===== src/rtl/gpio_strap_pkg.sv =====
// Shared constants and types for the two-pin strap/wake port.
// Assumes pin index 0 maps to register bit 0 and pin index 1 to bit 2.
package gpio_strap_pkg;
    localparam int BIT_P0 = 0;
    localparam int BIT_P2 = 2;
    localparam logic [7:0] OFS_DATA = 8'h00;
    localparam logic [7:0] OFS_OUTEN = 8'h04;
    localparam logic [7:0] OFS_FUNC = 8'h08;
    localparam logic [7:0] OFS_INEN = 8'h0C;

    typedef struct packed {
        logic [1:0] dat;     // output latch, [0]=pin0 [1]=pin2
        logic [1:0] outen;   // output enable per pin
        logic       fn2;     // pin 2: 1 interrupt, 0 port
        logic       inen2;   // pin 2 input enable
    } port_regs_t;
endpackage


===== src/rtl/gpio_strap_regs.sv =====
// Register file: holds the data, output-enable, function and input-enable
// state. Writes take effect on the clock edge; reads are combinational.
// Assumes bus_addr is a byte address compared in full.
module gpio_strap_regs
    import gpio_strap_pkg::*;
#(
    parameter int DATA_W = 32,
    parameter int ADDR_W = 5
) (
    input  logic              clk,
    input  logic              rst_n,
    input  logic              bus_sel,
    input  logic              bus_wr,
    input  logic [ADDR_W-1:0] bus_addr,
    input  logic [DATA_W-1:0] bus_wdata,
    input  logic              pin2_sync,
    output port_regs_t        regs,
    output logic [DATA_W-1:0] bus_rdata
);
    localparam logic [ADDR_W-1:0] A_DATA = ADDR_W'(OFS_DATA);
    localparam logic [ADDR_W-1:0] A_OUTEN = ADDR_W'(OFS_OUTEN);
    localparam logic [ADDR_W-1:0] A_FUNC = ADDR_W'(OFS_FUNC);
    localparam logic [ADDR_W-1:0] A_INEN = ADDR_W'(OFS_INEN);

    logic wr_en;
    assign wr_en = bus_sel && bus_wr;

    // Register update: reset clears everything, writes touch implemented bits only.
    always_ff @(posedge clk) begin
        if (!rst_n) begin
            regs <= '0;
        end else if (wr_en) begin
            if (bus_addr == A_DATA) begin
                regs.dat <= {bus_wdata[BIT_P2], bus_wdata[BIT_P0]};
            end
            if (bus_addr == A_OUTEN) begin
                regs.outen <= {bus_wdata[BIT_P2], bus_wdata[BIT_P0]};
            end
            if (bus_addr == A_FUNC) begin
                regs.fn2 <= bus_wdata[BIT_P2];
            end
            if (bus_addr == A_INEN) begin
                regs.inen2 <= bus_wdata[BIT_P2];
            end
        end
    end

    // Read mux: pin 2 data reads the synchronized pad when input is enabled.
    always_comb begin
        bus_rdata = '0;
        if (bus_addr == A_DATA) begin
            bus_rdata[BIT_P0] = regs.dat[0];
            bus_rdata[BIT_P2] = regs.inen2 ? pin2_sync : regs.dat[1];
        end else if (bus_addr == A_OUTEN) begin
            bus_rdata[BIT_P0] = regs.outen[0];
            bus_rdata[BIT_P2] = regs.outen[1];
        end else if (bus_addr == A_FUNC) begin
            bus_rdata[BIT_P2] = regs.fn2;
        end else if (bus_addr == A_INEN) begin
            bus_rdata[BIT_P2] = regs.inen2;
        end
    end
endmodule


===== src/rtl/gpio_strap_sync.sv =====
// Multi-flop synchronizer for an asynchronous pad input.
// Assumes STAGES >= 2; the chain clears to 0 in reset.
module gpio_strap_sync #(
    parameter int STAGES = 2
) (
    input  logic clk,
    input  logic rst_n,
    input  logic d,
    output logic q
);
    logic [STAGES-1:0] chain;

    // Shift the pad level through the chain once per clock.
    always_ff @(posedge clk) begin
        if (!rst_n) chain <= '0;
        else        chain <= {chain[STAGES-2:0], d};
    end

    assign q = chain[STAGES-1];
endmodule


===== src/rtl/gpio_strap_latch.sv =====
// Boot strap capture: tracks the pin while reset is low and holds the
// final value once reset is released.
// Assumes the strap level is stable for at least one clock before release.
module gpio_strap_latch (
    input  logic clk,
    input  logic rst_n,
    input  logic strap_in,
    output logic boot_mode
);
    // Follow the strap during reset, freeze it afterwards.
    always_ff @(posedge clk) begin
        if (!rst_n) boot_mode <= strap_in;
    end
endmodule


===== src/rtl/gpio_strap_pinctl.sv =====
// Pad control and interrupt gating. Purely combinational.
// Assumes stop_mode/stop_drive are already synchronous to clk.
module gpio_strap_pinctl
    import gpio_strap_pkg::*;
(
    input  logic       rst_n,
    input  port_regs_t regs,
    input  logic       pin2_sync,
    input  logic       stop_mode,
    input  logic       stop_drive,
    output logic [1:0] pad_out,
    output logic [1:0] pad_oe,
    output logic [1:0] pad_ie,
    output logic [1:0] pad_pu,
    output logic       irq_out
);
    logic drive_off;

    // Drive-off applies only in stop with driving halted and no wake function.
    always_comb begin
        drive_off = stop_mode && stop_drive && !regs.fn2;
        pad_out   = regs.dat;
        pad_oe    = drive_off ? 2'b00 : regs.outen;
        pad_ie    = {regs.inen2, !rst_n};
        pad_pu    = 2'b01;
        irq_out   = regs.inen2 && pin2_sync && (!stop_mode || regs.fn2);
    end
endmodule


===== src/rtl/gpio_strap_port.sv =====
// Top of the two-pin strap/wake port: register file, pin-2 synchronizer,
// strap latch and pad/interrupt control.
// Assumes a single clock domain with synchronous active-low reset.
module gpio_strap_port
    import gpio_strap_pkg::*;
#(
    parameter int DATA_W      = 32,
    parameter int ADDR_W      = 5,
    parameter int SYNC_STAGES = 2
) (
    input  logic              clk,
    input  logic              rst_n,
    input  logic              bus_sel,
    input  logic              bus_wr,
    input  logic [ADDR_W-1:0] bus_addr,
    input  logic [DATA_W-1:0] bus_wdata,
    output logic [DATA_W-1:0] bus_rdata,
    input  logic [1:0]        pad_in,
    output logic [1:0]        pad_out,
    output logic [1:0]        pad_oe,
    output logic [1:0]        pad_ie,
    output logic [1:0]        pad_pu,
    input  logic              stop_mode,
    input  logic              stop_drive,
    output logic              boot_mode,
    output logic              irq_out
);
    port_regs_t regs;
    logic       pin2_sync;

    gpio_strap_sync #(.STAGES(SYNC_STAGES)) u_sync (
        .clk(clk), .rst_n(rst_n), .d(pad_in[1]), .q(pin2_sync)
    );

    gpio_strap_latch u_latch (
        .clk(clk), .rst_n(rst_n), .strap_in(pad_in[0]), .boot_mode(boot_mode)
    );

    gpio_strap_regs #(.DATA_W(DATA_W), .ADDR_W(ADDR_W)) u_regs (
        .clk(clk), .rst_n(rst_n), .bus_sel(bus_sel), .bus_wr(bus_wr),
        .bus_addr(bus_addr), .bus_wdata(bus_wdata), .pin2_sync(pin2_sync),
        .regs(regs), .bus_rdata(bus_rdata)
    );

    gpio_strap_pinctl u_pinctl (
        .rst_n(rst_n), .regs(regs), .pin2_sync(pin2_sync),
        .stop_mode(stop_mode), .stop_drive(stop_drive),
        .pad_out(pad_out), .pad_oe(pad_oe), .pad_ie(pad_ie),
        .pad_pu(pad_pu), .irq_out(irq_out)
    );
endmodule


===== config.mk =====
export PLATFORM = sky130hd
export DESIGN_NAME = gpio_strap_port
export DESIGN_NICKNAME = d
export VERILOG_FILES = /design/src/rtl/gpio_strap_pkg.sv /design/src/rtl/gpio_strap_regs.sv /design/src/rtl/gpio_strap_sync.sv /design/src/rtl/gpio_strap_latch.sv /design/src/rtl/gpio_strap_pinctl.sv /design/src/rtl/gpio_strap_port.sv
export SDC_FILE = /design/constraint.sdc
export NUM_CORES = 1
export LEC_CHECK = 0
export BUFFER_PORTS_ARGS = -buffer_cell sky130_fd_sc_hd__buf_2
export CORE_MARGIN = 4
export CORE_UTILIZATION = 32
export CTS_CLUSTER_SIZE = 30
export DETAILED_ROUTE_END_ITERATION = 16
export PLACE_DENSITY = 0.79
export SETUP_SLACK_MARGIN = 0.3
export SLEW_MARGIN = 10
export SYNTH_ARGS = -nofsm -noshare
export SYNTH_HDL_FRONTEND = slang
export SYNTH_SLANG_ARGS = --single-unit
export TNS_END_PERCENT = 100

===== constraint.sdc =====
create_clock -name clk -period 1.7 [get_ports clk]
set_input_delay 0.255 -clock clk [delete_from_list [all_inputs] [get_ports clk]]
set_output_delay 0.255 -clock clk [all_outputs]
set_load 0.005 [all_outputs]

* Word level (Yosys, flattened, before mapping)
Index checks and enable logic that the tools add are counted.
** Word-level totals
- Flip-flop bits (word level) :: 9
- Bits of input ports :: 45
- Output and inout bits :: 42
** Operators by class
- Multiplexer cells :: 8
- Reduce and logical (&&, ||, !) cells :: 14
- Equal/unequal tests :: 3
** Operators by type and width (number)
- == test 5 x 4 -> 1 bit (second input constant) :: 2
- AND reduction 2 bit :: 4
- 2-to-1 mux 1 bit :: 7
- == test 5 x 3 -> 1 bit (second input constant) :: 1
- logical AND 1 bit :: 5
- zero test 5 bit :: 1
- zero test 1 bit :: 3
- 2-to-1 mux 2 bit :: 1
- logical OR 1 bit :: 1

* Depth between registers and ports, before layout
- Word-level depth :: 5
- Mapped depth :: 4
- Depth with buffers taken out :: 3

* By module
A second synthesis with hierarchy kept.
** Second synthesis, totals
- Cells, all modules :: 85
- Area, all modules :: 726.9 µm²
** By module, submodules not included
- gpio_strap_regs :: area each 559.3 µm², times used 1, cells each 65, sequential area each 120.1 µm²
- gpio_strap_pinctl :: area each 81.3 µm², times used 1, cells each 14, sequential area each 0.0 µm²
- gpio_strap_sync :: area each 52.6 µm², times used 1, cells each 4, sequential area each 40.0 µm²
- gpio_strap_latch :: area each 33.8 µm², times used 1, cells each 2, sequential area each 30.0 µm²

* Worst setup path after synthesis
Ideal clock, no wire load.
- Path kind :: register to output
- Start point :: register u_regs.regs[0] (netlist name)
- End point :: output port bus_rdata[2]
- Data required time :: 1.445 ns
- Stages on the path, launching flop included :: 4
- Arrival time :: 1.254 ns
- Setup slack :: 0.191 ns
- Path through :: dfxtp_1 -> mux2_1 -> mux4_2 -> nor2b_1
** On the way
- Cells in the longest elaborated chain, start to end :: 4
- Elaborated cells between the ends (all ways) :: 5
- Classes of those cells :: mux (5)
** Ends and longest elaborated chain
- 2-to-1 mux 1 bit :: RTL line gpio_strap_regs.sv:59 : end else if (bus_addr == A_INEN) begin
- 2-to-1 mux 1 bit :: RTL line gpio_strap_regs.sv:57 : end else if (bus_addr == A_FUNC) begin
- 2-to-1 mux 1 bit :: RTL line gpio_strap_regs.sv:54 : end else if (bus_addr == A_OUTEN) begin
- 2-to-1 mux 1 bit * :: RTL line gpio_strap_regs.sv:51 : if (bus_addr == A_DATA) begin
- end, declared :: RTL line gpio_strap_port.sv:17 : output logic [DATA_W-1:0] bus_rdata,
Mark *: on every way between the ends. The rest lies on a longest branch, timed or not.

* Worst setup path in the final report
- Start point :: register u_regs.regs[0] (netlist name)
- End point :: output port bus_rdata[2]
** On the way
- Cells in the longest elaborated chain, start to end :: 4
- Elaborated cells between the ends (all ways) :: 5
- Classes of those cells :: mux (5)
** Ends and longest elaborated chain (RTL line)
- 2-to-1 mux 1 bit :: gpio_strap_regs.sv:59
- 2-to-1 mux 1 bit :: gpio_strap_regs.sv:57
- 2-to-1 mux 1 bit :: gpio_strap_regs.sv:54
- 2-to-1 mux 1 bit * :: gpio_strap_regs.sv:51
Marks and branches as above.

==> flow_summary.toml <==
[run_status]
status = "complete, but fails checks"
violations = "setup timing"

[yosys]
synth_fa_ha_area_share_pct = 0
yosys.area.top_type_share_pct = 36.8
synth.area.mux_share_pct = 13.1
synth_compound_area_share_pct = 2.10
synthSimpleGateAreaFrac_pct = 18.0
synth_top_family_by_area = "buffers and inverters"
syn_avg_cell_area_um2 = 8.61
yosys.area_share.xor_xnor_pct = 0
yosysWarningCount = 0
synth_top_area_cell = "buf_4"
synth_cell_type_count = 22
synth-seq-cells = 9
synth.yosys.seq_area_share_pct = 26.6
syn_area_um2 = 714
ys_top_cells_by_area = "buf_4 37%, dfxtp_1 22%, mux2i_1 8.4%"
syn_inst = 83

[clock_tree]
clk_pin_slew_ns = 0.06
cts_tree = "built"
cts_setup_buffers = 0
clock-sinks = 9
clockBufferDepth = 2
h-tree-depth = 1
insertion_delay_ns = 0.25
root_buffer = "clkbuf_4"
postCtsHoldBufs = 0
cts_buffers = 3

[timing]
setup_viol = 1
tns_ns = -0.130
period_needed_ns = 1.83
max_freq_mhz = 546
rsz0062_at_grt = "yes"
finClkSkew_ns = 0.000446
period_share_pct = 108
hold_viol = 0
slew_viol_final = 0
timing.final.ws_setup_ns = -0.130

[power_and_ir_drop]
ir_worst_vdd_v = 0.000429
total_leakage_power_uw = 0.000404
power_density_nw_per_um2 = 578

[run]
max-cap-violations = 0

[critical_path]
critPathArrivalTime_ns = 1.57
cp_data_required_time_ns = 1.44
reg2reg_to = "u_regs.regs[0]"
worstPathMaxFanout = 2
reg2reg_depth = 3
cp-start-kind = "flop"
path_class = "reg2out"
reg2reg_slack_ns = 0.96
worst_setup_path_end_kind = "primary output"
r2r_start = "u_regs.regs[0]"

[die]
dieWidth_um = 55.3
die_area_um2 = 3050
start_util_pct = 35.0
num_io_pins = 87
row_count = 16
die_height_um = 55.3
coreArea_um2 = 2040

[route]
vias = 507
wirelength_mm = 1.26
avgViaCountPerCell = 3.81
drc_errors = 0
wire_per_inst_um = 9.50
postRouteAntennaNets = 0
drt_iter0_drc = 4
dr.pass1.iters = 2

[global_route]
grt_max_degree = 12
grt_usage_pct = 8.34
grt_pass1_wl_mm = 2.10
antenna_found_initial = 0
grt_pass1_vias = 476
grt.overflow.total = 0

[placement]
port_buffers = 24
place_hpwl_mm = 1.12
dpl_cell_area_um2 = 726
post-place-ws_ns = 0.103
gp_congestion = 0.786

[layout]
final_common_cell = "conb_1"
drive_gt1_share_pct = 33.0
area_growth_pct = 6.48
utilization_pct = 37.3
fin_area_um2 = 761
most-common-layout-cells = "32 x conb_1, 24 x buf_2, 10 x nand2_1"
n_fill_cell = 223
n_antenna_cell = 0
fin_nets = 152

[hold_path]
min_to = "u_latch.boot_mode"
min_path_type = "in2reg"
holdPathStages = 1
min_from = "pad_in[0]"
-- critical path, stage by stage (launching register included) --
cell and delay, ns:
dfxtp_2 0.33, mux2_4 0.30, mux4_2 0.44, nor2b_1 0.14
buf_2 0.12
-- worst max-delay path by stage --
stage,start,endpoint,slack [ns],cells past startpoint
floorplan,bus_addr[4],u_regs.regs[5],0.21,4
global placement,bus_addr[4],u_regs.regs[5],0.14,4
detailed placement,bus_addr[4],u_regs.regs[5],0.10,4
CTS,u_regs.regs[0],bus_rdata[2],-0.15,4
global route,u_regs.regs[0],bus_rdata[2],-0.19,4
finish,u_regs.regs[0],bus_rdata[2],-0.13,4
-- metal layers --
layer	global-route usage, %	vias to the layer above	share of wire (%)
met5	0	-	0
met4	1.04	0	0
met3	6.06	0	16
met2	14.0	38	46
met1	8.60	219	38
li1	-	250	-
-- sequential cells by signal, summed over array words and instances (netlist names) --
| name | count |
|---|---|
| u_latch.boot_mode | 1 |
| u_regs.regs | 6 |
| u_sync.chain | 2 |
-- synthesized netlist by cell type (all sizes together) --
| master | instances |
|---|---|
| buf | 36 |
| nand2 | 10 |
| dfxtp | 8 |
| mux2i | 6 |
| and2 | 4 |
| conb | 2 |
| inv | 2 |
| nor2b | 2 |
| clkbuf | 1 |
| edfxtp | 1 |
| mux2 | 1 |
| mux4 | 1 |
| nand4 | 1 |
| nor2 | 1 |
| nor3 | 1 |
| nor4 | 1 |
| nor4b | 1 |
| o211ai | 1 |
| o31ai | 1 |
| or3 | 1 |
| or4 | 1 |
-- what timing repair did --
item	4_1_cts	5_1_grt
endpoints found under the setup margin	1	2
gates resized for setup	1	1
pin swaps	0	0
-- report_power, final --
group / leakage (µW) / internal (µW) / total, µW / switching (µW)
Sequential: 0.0000752 / 220 / 221 / 1.56
Combinational: 0.000314 / 21.9 / 61.3 / 39.4
Clock: 0.0000150 / 90.0 / 157 / 67.1
Total: 0.000404 / 331 / 439 / 108
-- cells by family after synthesis --
logic type / after synthesis
buffers and inverters: 39
and+or+nand+nor: 23
DFF: 9
muxes: 8
AOI/OAI and AO/OA: 2
other: 2
-- per-stage QoR --
step                hold slack [ns]  total power [µW]  cells
floorplan                     0.354               312    113
global placement              0.420               284    129
detailed placement            0.421               285    129
CTS                           0.165               449    133
global route                  0.164               467    133
finish                        0.177               439    133
-- area by class of cell --
class | count | area [µm²] | area share, %
Clock buffer | 4 | 26.3 | 3.45
Inverter | 2 | 7.51 | 0.987
Timing Repair Buffer | 26 | 135 | 17.8
Sequential cell | 9 | 191 | 25.2
Tap cell | 27 | 33.8 | 4.44
Multi-Input combinational cell | 65 | 367 | 48.2
No activity file was read; power rests on OpenSTA's default activity.
